--- src/rtl/fdc_rate_pkg.sv ---
// Package: shared encodings for the floppy rate/precompensation control.
// Assumes a 24 MHz clock, so one cycle equals one 41.7 ns precompensation step.
package fdc_rate_pkg;
    typedef enum logic [1:0] {
        RATE_500K = 2'b00,
        RATE_300K = 2'b01,
        RATE_250K = 2'b10,
        RATE_1M   = 2'b11
    } rate_e;

    localparam logic [2:0] PC_DEFAULT = 3'b000;
    localparam logic [2:0] PC_NONE    = 3'b111;
    localparam int unsigned DEF_FAST_CYC = 1;  // 41.7 ns at 1 Mbps
    localparam int unsigned DEF_SLOW_CYC = 3;  // 125 ns at the slower rates
endpackage

--- src/rtl/fdc_rate_reg.sv ---
// Module: stores the rate and precompensation fields and makes the
// one-cycle software reset pulse. Assumes reg_wr is a single-cycle strobe.
module fdc_rate_reg
    import fdc_rate_pkg::*;
(
    input  logic       clk,
    input  logic       rst_n,
    input  logic       wr,
    input  logic       rst_bit,
    input  logic [2:0] pc_in,
    input  logic [1:0] rate_in,
    output logic [2:0] pc_code,
    output rate_e      rate,
    output logic       sw_pulse
);
    // Capture the fields on a write; the reset pulse lasts one cycle only.
    always_ff @(posedge clk) begin
        if (!rst_n) begin
            pc_code  <= PC_DEFAULT;
            rate     <= RATE_250K;
            sw_pulse <= 1'b0;
        end else begin
            sw_pulse <= wr & rst_bit;
            if (wr) begin
                pc_code <= pc_in;
                rate    <= rate_e'(rate_in);
            end
        end
    end
endmodule

--- src/rtl/fdc_pwr_ctrl.sv ---
// Module: manual power-down latch. It is set by a write with the power-down
// bit and woken by a FIFO or status access or a reset write. Wake has priority.
module fdc_pwr_ctrl (
    input  logic clk,
    input  logic rst_n,
    input  logic wr,
    input  logic rst_bit,
    input  logic pd_bit,
    input  logic fifo_acc,
    input  logic msr_acc,
    output logic pd
);
    logic wake;
    logic sleep;

    // Decode the wake and sleep events for this cycle.
    always_comb begin
        wake  = fifo_acc | msr_acc | (wr & rst_bit);
        sleep = wr & pd_bit;
    end

    // Hold the power-down state; a wake event overrides a sleep request.
    always_ff @(posedge clk) begin
        if (!rst_n)     pd <= 1'b0;
        else if (wake)  pd <= 1'b0;
        else if (sleep) pd <= 1'b1;
    end
endmodule

--- src/rtl/fdc_precomp.sv ---
// Module: maps the code and rate to a cycle delay, gates it by track, and
// delays the write pulse through a shift register of MAX_DELAY stages.
// Assumes MAX_DELAY >= 6, so that every code can be reached.
module fdc_precomp
    import fdc_rate_pkg::*;
#(
    parameter int unsigned MAX_DELAY = 6,
    parameter int unsigned TRACK_W   = 8,
    localparam int unsigned DLY_W    = $clog2(MAX_DELAY + 1)
) (
    input  logic               clk,
    input  logic               rst_n,
    input  logic [2:0]         pc_code,
    input  rate_e              rate,
    input  logic [TRACK_W-1:0] cur_track,
    input  logic [TRACK_W-1:0] start_track,
    input  logic               din,
    output logic               dout,
    output logic [DLY_W-1:0]   dly
);
    logic [DLY_W-1:0]     raw;
    logic [MAX_DELAY-1:0] sr;

    // Translate the code (and the rate, for code 000) into a cycle count.
    always_comb begin
        case (pc_code)
            PC_DEFAULT: raw = (rate == RATE_1M) ? DLY_W'(DEF_FAST_CYC) : DLY_W'(DEF_SLOW_CYC);
            PC_NONE:    raw = '0;
            default:    raw = DLY_W'(pc_code);
        endcase
        dly = (cur_track >= start_track) ? raw : '0;
    end

    // Shift the raw pulse along one stage per clock.
    always_ff @(posedge clk) begin
        if (!rst_n) sr <= '0;
        else        sr <= {sr[MAX_DELAY-2:0], din};
    end

    // Select the tap that matches the delay; delay 0 is a pass-through.
    always_comb begin
        dout = din;
        for (int i = 1; i <= MAX_DELAY; i++) begin
            if (dly == DLY_W'(i)) dout = sr[i-1];
        end
    end
endmodule

--- src/rtl/fdc_rate_ctrl.sv ---
// Module: top level of the rate/precompensation control register.
// Read-back layout: [7]=0, [6]=power-down, [5]=0, [4:2]=code, [1:0]=rate.
module fdc_rate_ctrl
    import fdc_rate_pkg::*;
#(
    parameter int unsigned MAX_DELAY = 6,
    parameter int unsigned TRACK_W   = 8,
    localparam int unsigned DLY_W    = $clog2(MAX_DELAY + 1)
) (
    input  logic               clk,
    input  logic               rst_n,
    input  logic               reg_wr,
    input  logic [7:0]         reg_wdata,
    output logic [7:0]         reg_rdata,
    input  logic               fifo_acc,
    input  logic               msr_acc,
    input  logic [TRACK_W-1:0] cur_track,
    input  logic [TRACK_W-1:0] start_track,
    input  logic               wdata_in,
    output logic               wdata_out,
    output logic               sw_reset_pulse,
    output logic               clk_en,
    output logic [1:0]         rate_sel,
    output logic [DLY_W-1:0]   precomp_cycles
);
    logic [2:0] pc_code;
    rate_e      rate;
    logic       pd;

    fdc_rate_reg u_reg (
        .clk(clk), .rst_n(rst_n), .wr(reg_wr), .rst_bit(reg_wdata[7]),
        .pc_in(reg_wdata[4:2]), .rate_in(reg_wdata[1:0]),
        .pc_code(pc_code), .rate(rate), .sw_pulse(sw_reset_pulse)
    );

    fdc_pwr_ctrl u_pwr (
        .clk(clk), .rst_n(rst_n), .wr(reg_wr), .rst_bit(reg_wdata[7]),
        .pd_bit(reg_wdata[6]), .fifo_acc(fifo_acc), .msr_acc(msr_acc), .pd(pd)
    );

    fdc_precomp #(.MAX_DELAY(MAX_DELAY), .TRACK_W(TRACK_W)) u_pc (
        .clk(clk), .rst_n(rst_n), .pc_code(pc_code), .rate(rate),
        .cur_track(cur_track), .start_track(start_track),
        .din(wdata_in), .dout(wdata_out), .dly(precomp_cycles)
    );

    // Drive the read-back value and the decoded outputs.
    always_comb begin
        reg_rdata = {1'b0, pd, 1'b0, pc_code, rate};
        clk_en    = ~pd;
        rate_sel  = rate;
    end
endmodule

--- config.mk ---
export PLATFORM = sky130hd
export DESIGN_NAME = fdc_rate_ctrl
export DESIGN_NICKNAME = d
export VERILOG_FILES = /design/src/rtl/fdc_rate_pkg.sv /design/src/rtl/fdc_rate_reg.sv /design/src/rtl/fdc_pwr_ctrl.sv /design/src/rtl/fdc_precomp.sv /design/src/rtl/fdc_rate_ctrl.sv
export SDC_FILE = /design/constraint.sdc
export NUM_CORES = 1
export LEC_CHECK = 0
export BUFFER_PORTS_ARGS = -buffer_cell sky130_fd_sc_hd__clkbuf_2
export CORE_ASPECT_RATIO = 1.1
export CORE_UTILIZATION = 47
export CTS_CLUSTER_SIZE = 10
export DETAILED_ROUTE_END_ITERATION = 8
export PLACE_DENSITY = 0.79
export SETUP_SLACK_MARGIN = 0.1
export SLEW_MARGIN = 20
export SYNTH_ARGS = -nofsm -noshare
export SYNTH_HDL_FRONTEND = slang
export SYNTH_SLANG_ARGS = --single-unit
--- constraint.sdc ---
create_clock -name clk -period 3.2 [get_ports clk]
set_input_delay 0 -clock clk [delete_from_list [all_inputs] [get_ports clk]]
set_output_delay 0 -clock clk [all_outputs]
set_load 0.05 [all_outputs]
; ---- Yosys cells after proc, flatten, opt, wreduce, memory -nomap -nowiden
; Index checks and enable logic that the tools add are counted.
[op_classes]
n_reduce_logical = 2
order_cmp = 1
muxes = 9
bitwise_logic = 6
eq_ne = 8
[op_table]
columns = operator, count
row1 = "== test 3 bit, second input constant", 4
row2 = greater-or-equal comparator 8 bit, 1
row3 = "== test 3 x 2 -> 1 bit, second input constant", 2
row4 = two-way mux 1 bit, 6
row5 = one-hot mux 3 bit (2 select lines), 1
row6 = "== test 3 x 1 -> 1 bit, second input constant", 1
row7 = zero test 3 bit, 1
row8 = two-way mux 3 bit, 1
row9 = bitwise AND 1 bit, 2
row10 = "== test 2 bit, second input constant", 1
row11 = two-way mux 2 bit, 1
row12 = NOT 1 bit, 2
row13 = OR 1 bit, 2
row14 = OR reduction 2 bit, 1
[word_totals]
register_bits = 13
output_inout_bits = 16
input_bits = 30
wordCells = 31

; ---- Longest topological paths before layout
; Gate-level depths: netlist (run 1).
[depth]
word_depth = 11
mapped_depth = 7
depth_no_buf = 7

; ---- Hierarchy
; Synthesis (run 1) repeated with hierarchy kept, for this count alone.
[hier_totals]
hier_cells = 93
hier_area_um2 = 820.8
[modules_own_cells]
columns = mod, area_per_inst_um2, cells_per_inst, seq_area_each_um2, n_inst
row1 = fdc_precomp, 516.7, 64, 120.1, 1
row2 = fdc_rate_reg, 217.7, 18, 120.1, 1
row3 = fdc_rate_ctrl, 45.0, 7, 0.0, 1
row4 = fdc_pwr_ctrl, 41.3, 4, 20.0, 1

; ---- Worst setup path after synthesis (run 1)
; Ideal clock, no wire load.
[synth_timing]
kind = reg-to-output
startpoint = reg u_reg.pc_code[1]
endpoint = out wdata_out
path_stages_with_launch = 6
path_slack_ps = 1382
required_ps = 3200
arrival_ps = 1818
n_path_buf = 1
path_cell_list = dfxtp_1 > buf_2 > mux2i_1 > o21ai_0 > a211o_1 > mux2_4
[synth_via]
elab_chain_cells = 10
elab_cells_between_ends = 16
cone_classes = eq/ne (7) / mux (8) / reduce/logical (1)
[synth_rtl]
columns = item, line
row1 = from (decl), fdc_rate_reg.sv:12  ; output logic [2:0] pc_code,
row2 = from (signal assigned), fdc_rate_reg.sv:25  ; pc_code <= pc_in;
row3 = == test 3 bit or zero test 3 bit (tied branches), fdc_precomp.sv:26  ; case (pc_code)
row4 = one-hot mux 3 bit (2 select lines) (*), fdc_precomp.sv:26
row5 = two-way mux 3 bit (*), fdc_precomp.sv:31  ; dly = (cur_track >= start_track) ? raw : '0;
row6 = == test 3 x 1 -> 1 bit, fdc_precomp.sv:44  ; if (dly == DLY_W'(i)) dout = sr[i-1];
row7 = two-way mux 1 bit (5 in a row), fdc_precomp.sv:44
row8 = two-way mux 1 bit (*), fdc_precomp.sv:44
row9 = to (decl), fdc_rate_ctrl.sv:20  ; output logic wdata_out,
; Every way passes the cells marked *; elsewhere a longest branch is shown, timed or not.

; ---- Worst setup path in the final report (run 1)
; Ends and elaborated chain as after synthesis.

==> results of run 1 <==
synthesized netlist by cell type, types with 2 or more instances:
master | instances | area [um2]
dfxtp_1 | 13 | 260
inv_1 | 11 | 41.3
ha_1 | 8 | 100
nor2_1 | 8 | 30.0
a21oi_1 | 6 | 30.0
and2_1 | 6 | 37.5
mux2i_1 | 6 | 60.1
buf_4 | 5 | 37.5
nand2_1 | 5 | 18.8
nor2b_1 | 5 | 31.3
o21ai_0 | 4 | 20.0
buf_2 | 3 | 15.0
a211o_1 | 2 | 17.5
a21o_1 | 2 | 15.0
clkbuf_1 | 2 | 7.51
path summary, 6_finish.rpt:
| check | endpoint | cells past startpoint | startpoint | slack, ns |
|---|---|---|---|---|
| hold / removal | u_reg.rate[0] | 3 | reg_wdata[0] | 0.02 |
| setup / recovery | wdata_out | 6 | u_reg.pc_code[1] | 1.13 |
| hold reg to reg | u_pc.sr[4] | 1 | u_pc.sr[3] | 0.46 |
| setup reg to reg | u_pwr.pd | 3 | u_pwr.pd | 1.96 |
area by class of cell:
class / instances / share of cell area, %
repair buffers: 49 / 24.3
multi-input cells: 68 / 45.4
clock buffers: 4 / 2.28
flip-flops and latches: 13 / 22.5
well taps: 18 / 1.95
inverters: 11 / 3.58
power breakdown:
part | internal (uW) | total [uW] | leakage (uW) | switching (uW)
clock | 48.3 | 98.1 | 0.0000150 | 49.8
sequential | 168 | 179 | 0.000107 | 10.5
combinational | 60.4 | 152 | 0.000498 | 91.3
critical path, stage by stage, from the launching register on:
cell,delay [ns]
dfxtp_1,0.60
nand2_1,0.16
o22ai_1,0.14
a221oi_1,0.11
a211o_1,0.28
mux2_4,0.26
clkbuf_2,0.24
state kept, by name (all words and copies together), names as in the netlist:
name and count:
u_pc.sr 6, u_reg.pc_code 3, u_reg.rate 2, u_pwr.pd 1
u_reg.sw_pulse 1
timing repair:
action | 4_1_cts | 5_1_grt
hold buffers | 7 | 0
hold endpoints to repair | 7 | 0
setup buffers | 0 | 0
cell families after synthesis:
| logic type | share of synthesized area [%] |
|---|---|
| AOI/OAI and AO/OA | 20.3 |
| adders and majority gates | 11.3 |
| buffers and inverters | 11.5 |
| DFF | 29.5 |
| muxes | 8.51 |
| other | 0.425 |
| and+or+nand+nor | 18.4 |
stage by stage:
| stage | hold WS (ns) | setup WS (ns) | instance area [um2] |
|---|---|---|---|
| finish | 0.0174 | 1.13 | 1150 |
| detailed placement | 0.209 | 1.36 | 1060 |
| floorplan | 0.0959 | 1.38 | 886 |
| global route | 0.0111 | 1.03 | 1150 |
| CTS | 0.0114 | 1.14 | 1150 |
| global placement | 0.199 | 1.38 | 1060 |
routing by layer:
layer	track usage, %	wire length [um]	up-vias
met2	31.9	896	35
met5	0	0	-
met4	5.45	21	0
li1	-	-	420
met3	3.40	102	2
met1	22.3	830	342
==> PnR_summary.wiki, run 1 <==
{| class="wikitable"
! Metric !! Value
|-
| Clock latency reported for the late side of the worst-skew pair || 0.27 ns
|-
| Power density of the placed cells || 371 nW/um2
|-
| Core Box Area || 1760 um2
|-
| Post-Syn Area || 882 um2
|-
| Footprint of the multi-input gates || 524 um2
|-
| Number of clock sinks || 13
|-
| Post-cts gate resize count || 0
|-
| Clk root buf || clkbuf_4
|-
| Core Util, Final || 65.6%
|-
| CTS HTree Levels || 1
|-
| GRT Resource Usage Total || 17.9%
|-
| Aggregate routed wire length || 1850 um
|-
| Warnings from Yosys || 0
|-
| Commonest cells after routing, fill and taps aside || clkbuf_2, dfxtp_1, inv_1
|-
| Vias per std cell || 4.90
|-
| Layout Cells excl Fill || 163
|-
| Detail Placement HPWL || 1350 um
|-
| F_max || 0.483 GHz
|-
| Io pins || 46
|-
| Final hold vios || 0
|-
| Leftover overflow at the end of global routing || 0
|-
| Number of instances in the synthesized netlist || 101
|-
| DRC viols || 0
|-
| Fin Clk Skew || 0.00458 ns
|-
| Die outline width || 43.3 um
|-
| Post-DRT Antenna Nets || 0
|-
| Setup TNS || 0 ns
|-
| Final Cycle Share || 64.7%
|-
| Gp weighted congestion || 0.796
|-
| Number of antenna violations at the first check in global routing || 0
|-
| Arrival time at the worst endpoint || 2.07 ns
|-
| Leakage power || 0.000619 uW
|-
| Design Power || 428 uW
|-
| Outcome || completed
|-
| Setup CP Type || flop to output port
|-
| Number of flops mapped to enable cells by yosys || 0
|-
| Distinct cell type count after synthesis || 30
|-
| Initial cell density of the core || 50.1%
|-
| Async SR Flop Fraction || 0%
|-
| Average wire per standard cell || 11.4 um
|-
| Kind of start point of the critical path || flop
|-
| # port buffers || 42
|-
| Max VDD drop || 0.000260 V
|-
| DIE HEIGHT || 47.4 um
|-
| TritonCTS Buffers || 3
|-
| Final number of max-transition violations || 0
|-
| Clock tree from TritonCTS || done
|-
| Layout cell share with drive strength beyond 1 || 34.5%
|-
| Period minus WS final || 2.07 ns
|-
| Sequential standard cell area || 260 um2
|-
| RSZ-0062 raised after global routing || no
|-
| Number of cells after detailed placement || 152
|-
| Area Overhead vs Synth || 30.9%
|-
| Layout filler cell count || 143
|-
| Number of flip-flops and latches in the synthesized netlist || 13
|-
| Sequential fraction of the synthesis area || 29.5%
|-
| Row count || 16
|-
| Worst hold path type || input pin to flop
|-
| Pin count of the biggest net entering global routing || 15
|-
| ANT cells || 0
|-
| CP Data Required Time || 3.20 ns
|-
| Average footprint of a synthesized cell || 8.73 um2
|-
| Via Count || 799
|-
| Maximum fanout encountered on the critical timing path || 14
|-
| Die area || 2050 um2
|-
| Number of max-cap violations || 0
|-
| Count of final setup violators || 0
|-
| Most used DFF post-synth || dfxtp_1
|-
| 1st-pass router iterations || 4
|-
| Via count of the first global-routing pass || 634
|-
| Final #Nets || 184
|-
| Leading cell type in the layout, fill and taps excluded || clkbuf_2
|-
| Buffers from clock root to sink, at most || 2
|-
| Wire length of the first global-routing pass || 2710 um
|-
| Count of routing violations after the opening detailed-route iteration || 14
|-
| Worst setup EP type || output port
|-
| Worst-path clk slew || 0.08 ns
|}
No activity file was read; power rests on OpenSTA's default activity.
==> inputs of run 2 (changes only) <==
CORE_UTILIZATION = 40   (was 47)
PLACE_DENSITY = 0.71   (was 0.79)
clock period = 1.7 ns   (was 3.2 ns; I/O delays follow)
==> run 2 against run 1 <==
Against the previous run: the run now ends with negative setup slack left; first-iteration DRC count is 14% lower; sequential power rose by 84%; clock power increased by 86%; clock skew decreased by 0.0016 ns; register-to-register slack got worse by 1.5 ns; hold slack about the same; worst setup slack got worse by 1.2 ns; utilization down 0.85 points; cell area grew 14%.
==> PnR_summary.wiki, run 2 (synthesis gave the netlist of run 1 again) <==
{| class="wikitable"
! Metric !! Value
|-
| Count of routing violations after the opening detailed-route iteration || 12 (was 14)
|-
| Number of max-cap violations || 0 (unchanged)
|-
| DIE HEIGHT || 51.3 um (was 47.4 um)
|-
| Arrival time at the worst endpoint || 1.74 ns (was 2.07 ns)
|-
| Max VDD drop || 0.000498 V (was 0.000260 V)
|-
| Final Cycle Share || 103%
|-
| Largest regs || u_pc.sr x6, u_reg.pc_code x3, u_reg.rate x2 (unchanged)
|-
| Worst setup EP type || output port (unchanged)
|-
| Final critical-path setup slack || -0.0437 ns (was 1.13 ns)
|-
| Internal power of the cells || 563 uW (was 277 uW)
|-
| Violations in the final reports || negative setup slack
|-
| Leakage power || 0.000696 uW (was 0.000619 uW)
|-
| Worst-path clk slew || 0.08 ns (about the same)
|-
| Vias per std cell || 4.69 (was 4.90)
|-
| Count of final setup violators || 1 (was 0)
|-
| Reg2Reg Capture Point || u_pwr.pd (unchanged)
|-
| Die outline width || 46.8 um (was 43.3 um)
|-
| Final number of max-transition violations || 0 (unchanged)
|-
| Io pins || 46 (unchanged)
|-
| DRC viols || 0 (unchanged)
|-
| Average wire per standard cell || 10.8 um (was 11.4 um)
|-
| Number of clock sinks || 13 (unchanged)
|-
| Number of antenna violations at the first check in global routing || 0 (unchanged)
|-
| Fraction of power spent switching nets || 34.1% (was 35.4%)
|-
| Via count of the first global-routing pass || 806 (was 634)
|-
| Post-DRT Antenna Nets || 0 (unchanged)
|-
| Aggregate routed wire length || 2010 um (was 1850 um)
|-
| Kind of start point of the critical path || flop (unchanged)
|-
| Area Overhead vs Synth || 49.8% (was 30.9%)
|-
| Maximum fanout encountered on the critical timing path || 7 (was 14)
|-
| GRT Resource Usage Total || 18.0% (was 17.9%)
|-
| Core Box Area || 2040 um2 (was 1760 um2)
|-
| Fin Clk Skew || 0.00300 ns (was 0.00458 ns)
|-
| ANT cells || 0 (unchanged)
|-
| RSZ-0062 raised after global routing || yes (was no)
|-
| Gp weighted congestion || 0.772 (was 0.796)
|-
| Die area || 2400 um2 (was 2050 um2)
|-
| Largest Register || u_pc.sr (unchanged)
|-
| Final hold vios || 0 (unchanged)
|-
| Fraction of power consumed by sequential logic || 38.5% (was 41.7%)
|-
| Part of the power in the clock network || 21.3% (was 22.9%)
|-
| Number of cells after detailed placement || 164 (was 152)
|-
| Row count || 17 (was 16)
|-
| CTS HTree Levels || 1 (unchanged)
|-
| F_max || 0.573 GHz
|-
| Setup CP Type || flop to output port (unchanged)
|-
| TritonCTS Buffers || 3 (unchanged)
|-
| Crit path from || u_reg.pc_code[1] (unchanged)
|-
| Final #Nets || 196 (was 184)
|-
| Layout Cells excl Fill || 185 (was 163)
|-
| Initial cell density of the core || 43.2% (was 50.1%)
|-
| Via Count || 867 (was 799)
|-
| Leftover overflow at the end of global routing || 0 (unchanged)
|-
| Leading cell type in the layout, fill and taps excluded || clkbuf_2 (unchanged)
|-
| Number of cells traversed by the worst register-to-register path || 3 (unchanged)
|-
| Worst hold path type || input pin to flop (unchanged)
|-
| Power share of the combinational group || 40.2% (was 35.4%)
|-
| Power density of the placed cells || 647 nW/um2 (was 371 nW/um2)
|-
| # port buffers || 42 (unchanged)
|-
| Layout cell share with drive strength beyond 1 || 43.3% (was 34.5%)
|-
| Endpoint of the worst setup timing path || wdata_out (unchanged)
|-
| 1st-pass router iterations || 4 (unchanged)
|-
| Outcome || finished with violations (was completed)
|-
| Number of flip-flops in the largest register || 6 (unchanged)
|-
| CP Data Required Time || 1.70 ns (was 3.20 ns)
|-
| Buffers from clock root to sink, at most || 2 (unchanged)
|-
| Internal reg-to-reg setup slack || 0.45 ns (was 1.96 ns)
|-
| Power dissipated by switching net loads || 292 uW (was 152 uW)
|-
| Period minus WS final || 1.74 ns
|-
| Core Util, Final || 64.7% (was 65.6%)
|-
| Detail Placement HPWL || 1410 um (was 1350 um)
|-
| Worst flop-to-flop path startpoint || u_pwr.pd (unchanged)
|-
| Clock latency reported for the late side of the worst-skew pair || 0.26 ns (was 0.27 ns)
|-
| Clock tree from TritonCTS || done (unchanged)
|-
| Clk root buf || clkbuf_4 (unchanged)
|-
| Pin count of the biggest net entering global routing || 14 (was 15)
|-
| Commonest cells after routing, fill and taps aside || clkbuf_2, inv_1, buf_4 (was clkbuf_2, dfxtp_1, inv_1)
|-
| Wire length of the first global-routing pass || 3180 um (was 2710 um)
|}
-- run 2: timing repair --
item / 4_1_cts / 5_1_grt
hold buffers: 8 / 0
endpoints found under the setup margin: 4 / 4
hold endpoints to repair: 8 / 0
pin swaps: 4 / 4
resized for setup: 14 / 7
setup buffers: 8 / 1
-- run 2: stage by stage --
| stage | area, um2 | setup TNS (ns) | total power, uW | setup slack (ns) | hold slack, ns |
|---|---|---|---|---|---|
| after CTS | 1300 | -0.0526 | 854 | -0.0526 | 0.0124 |
| after global placement | 1090 | -0.0758 | 615 | -0.0758 | 0.199 |
| after global routing | 1320 | -0.151 | 907 | -0.151 | 0.0267 |
| final | 1320 | -0.0437 | 855 | -0.0437 | 0.0173 |
| after detailed placement | 1090 | -0.0972 | 623 | -0.0972 | 0.203 |
| after floorplan | 895 | 0 | 555 | 0.105 | 0.0959 |
-- run 2: power groups by stage --
stage	combinational [uW]	sequential (uW)	clock (uW)
floorplan	196	359	0
global placement	275	340	0
detailed placement	281	341	0
CTS	337	328	189
global route	368	332	207
finish	344	329	182
-- run 2: worst max-delay path, stage by stage (launching register included) --
cell	delay [ns]
dfxtp_4	0.37
a211o_1	0.22
a21oi_1	0.13
nor4_1	0.07
a211o_1	0.23
mux2_4	0.28
clkbuf_16	0.17
-- run 2: layout make-up --
type	count	area, um2
timing repair buffer	61	412
fill	188	721
multi-input combinational	68	531
inverter	11	41.3
clock buffer	4	26.3
sequential	13	277
tap	28	35.0
-- run 2: worst min path at each step --
stage | startpoint | to | slack (ns) | cells after the start
floorplan | reg_wdata[7] | u_pwr.pd | 0.1 | 1
global placement | reg_wdata[7] | u_pwr.pd | 0.20 | 2
detailed placement | reg_wdata[7] | u_pwr.pd | 0.20 | 2
CTS | rst_n | u_reg.rate[1] | 0.01 | 2
global route | rst_n | u_reg.rate[1] | 0.03 | 2
finish | rst_n | u_reg.rate[1] | 0.02 | 2
-- run 2: routing by layer --
| metal | part of all wire [%] | GRT usage [%] |
|---|---|---|
| met1 | 41 | 18.8 |
| met5 | 0 | 0 |
| met3 | 4.1 | 2.47 |
| met4 | 0.60 | 6.67 |
| met2 | 54 | 34.5 |
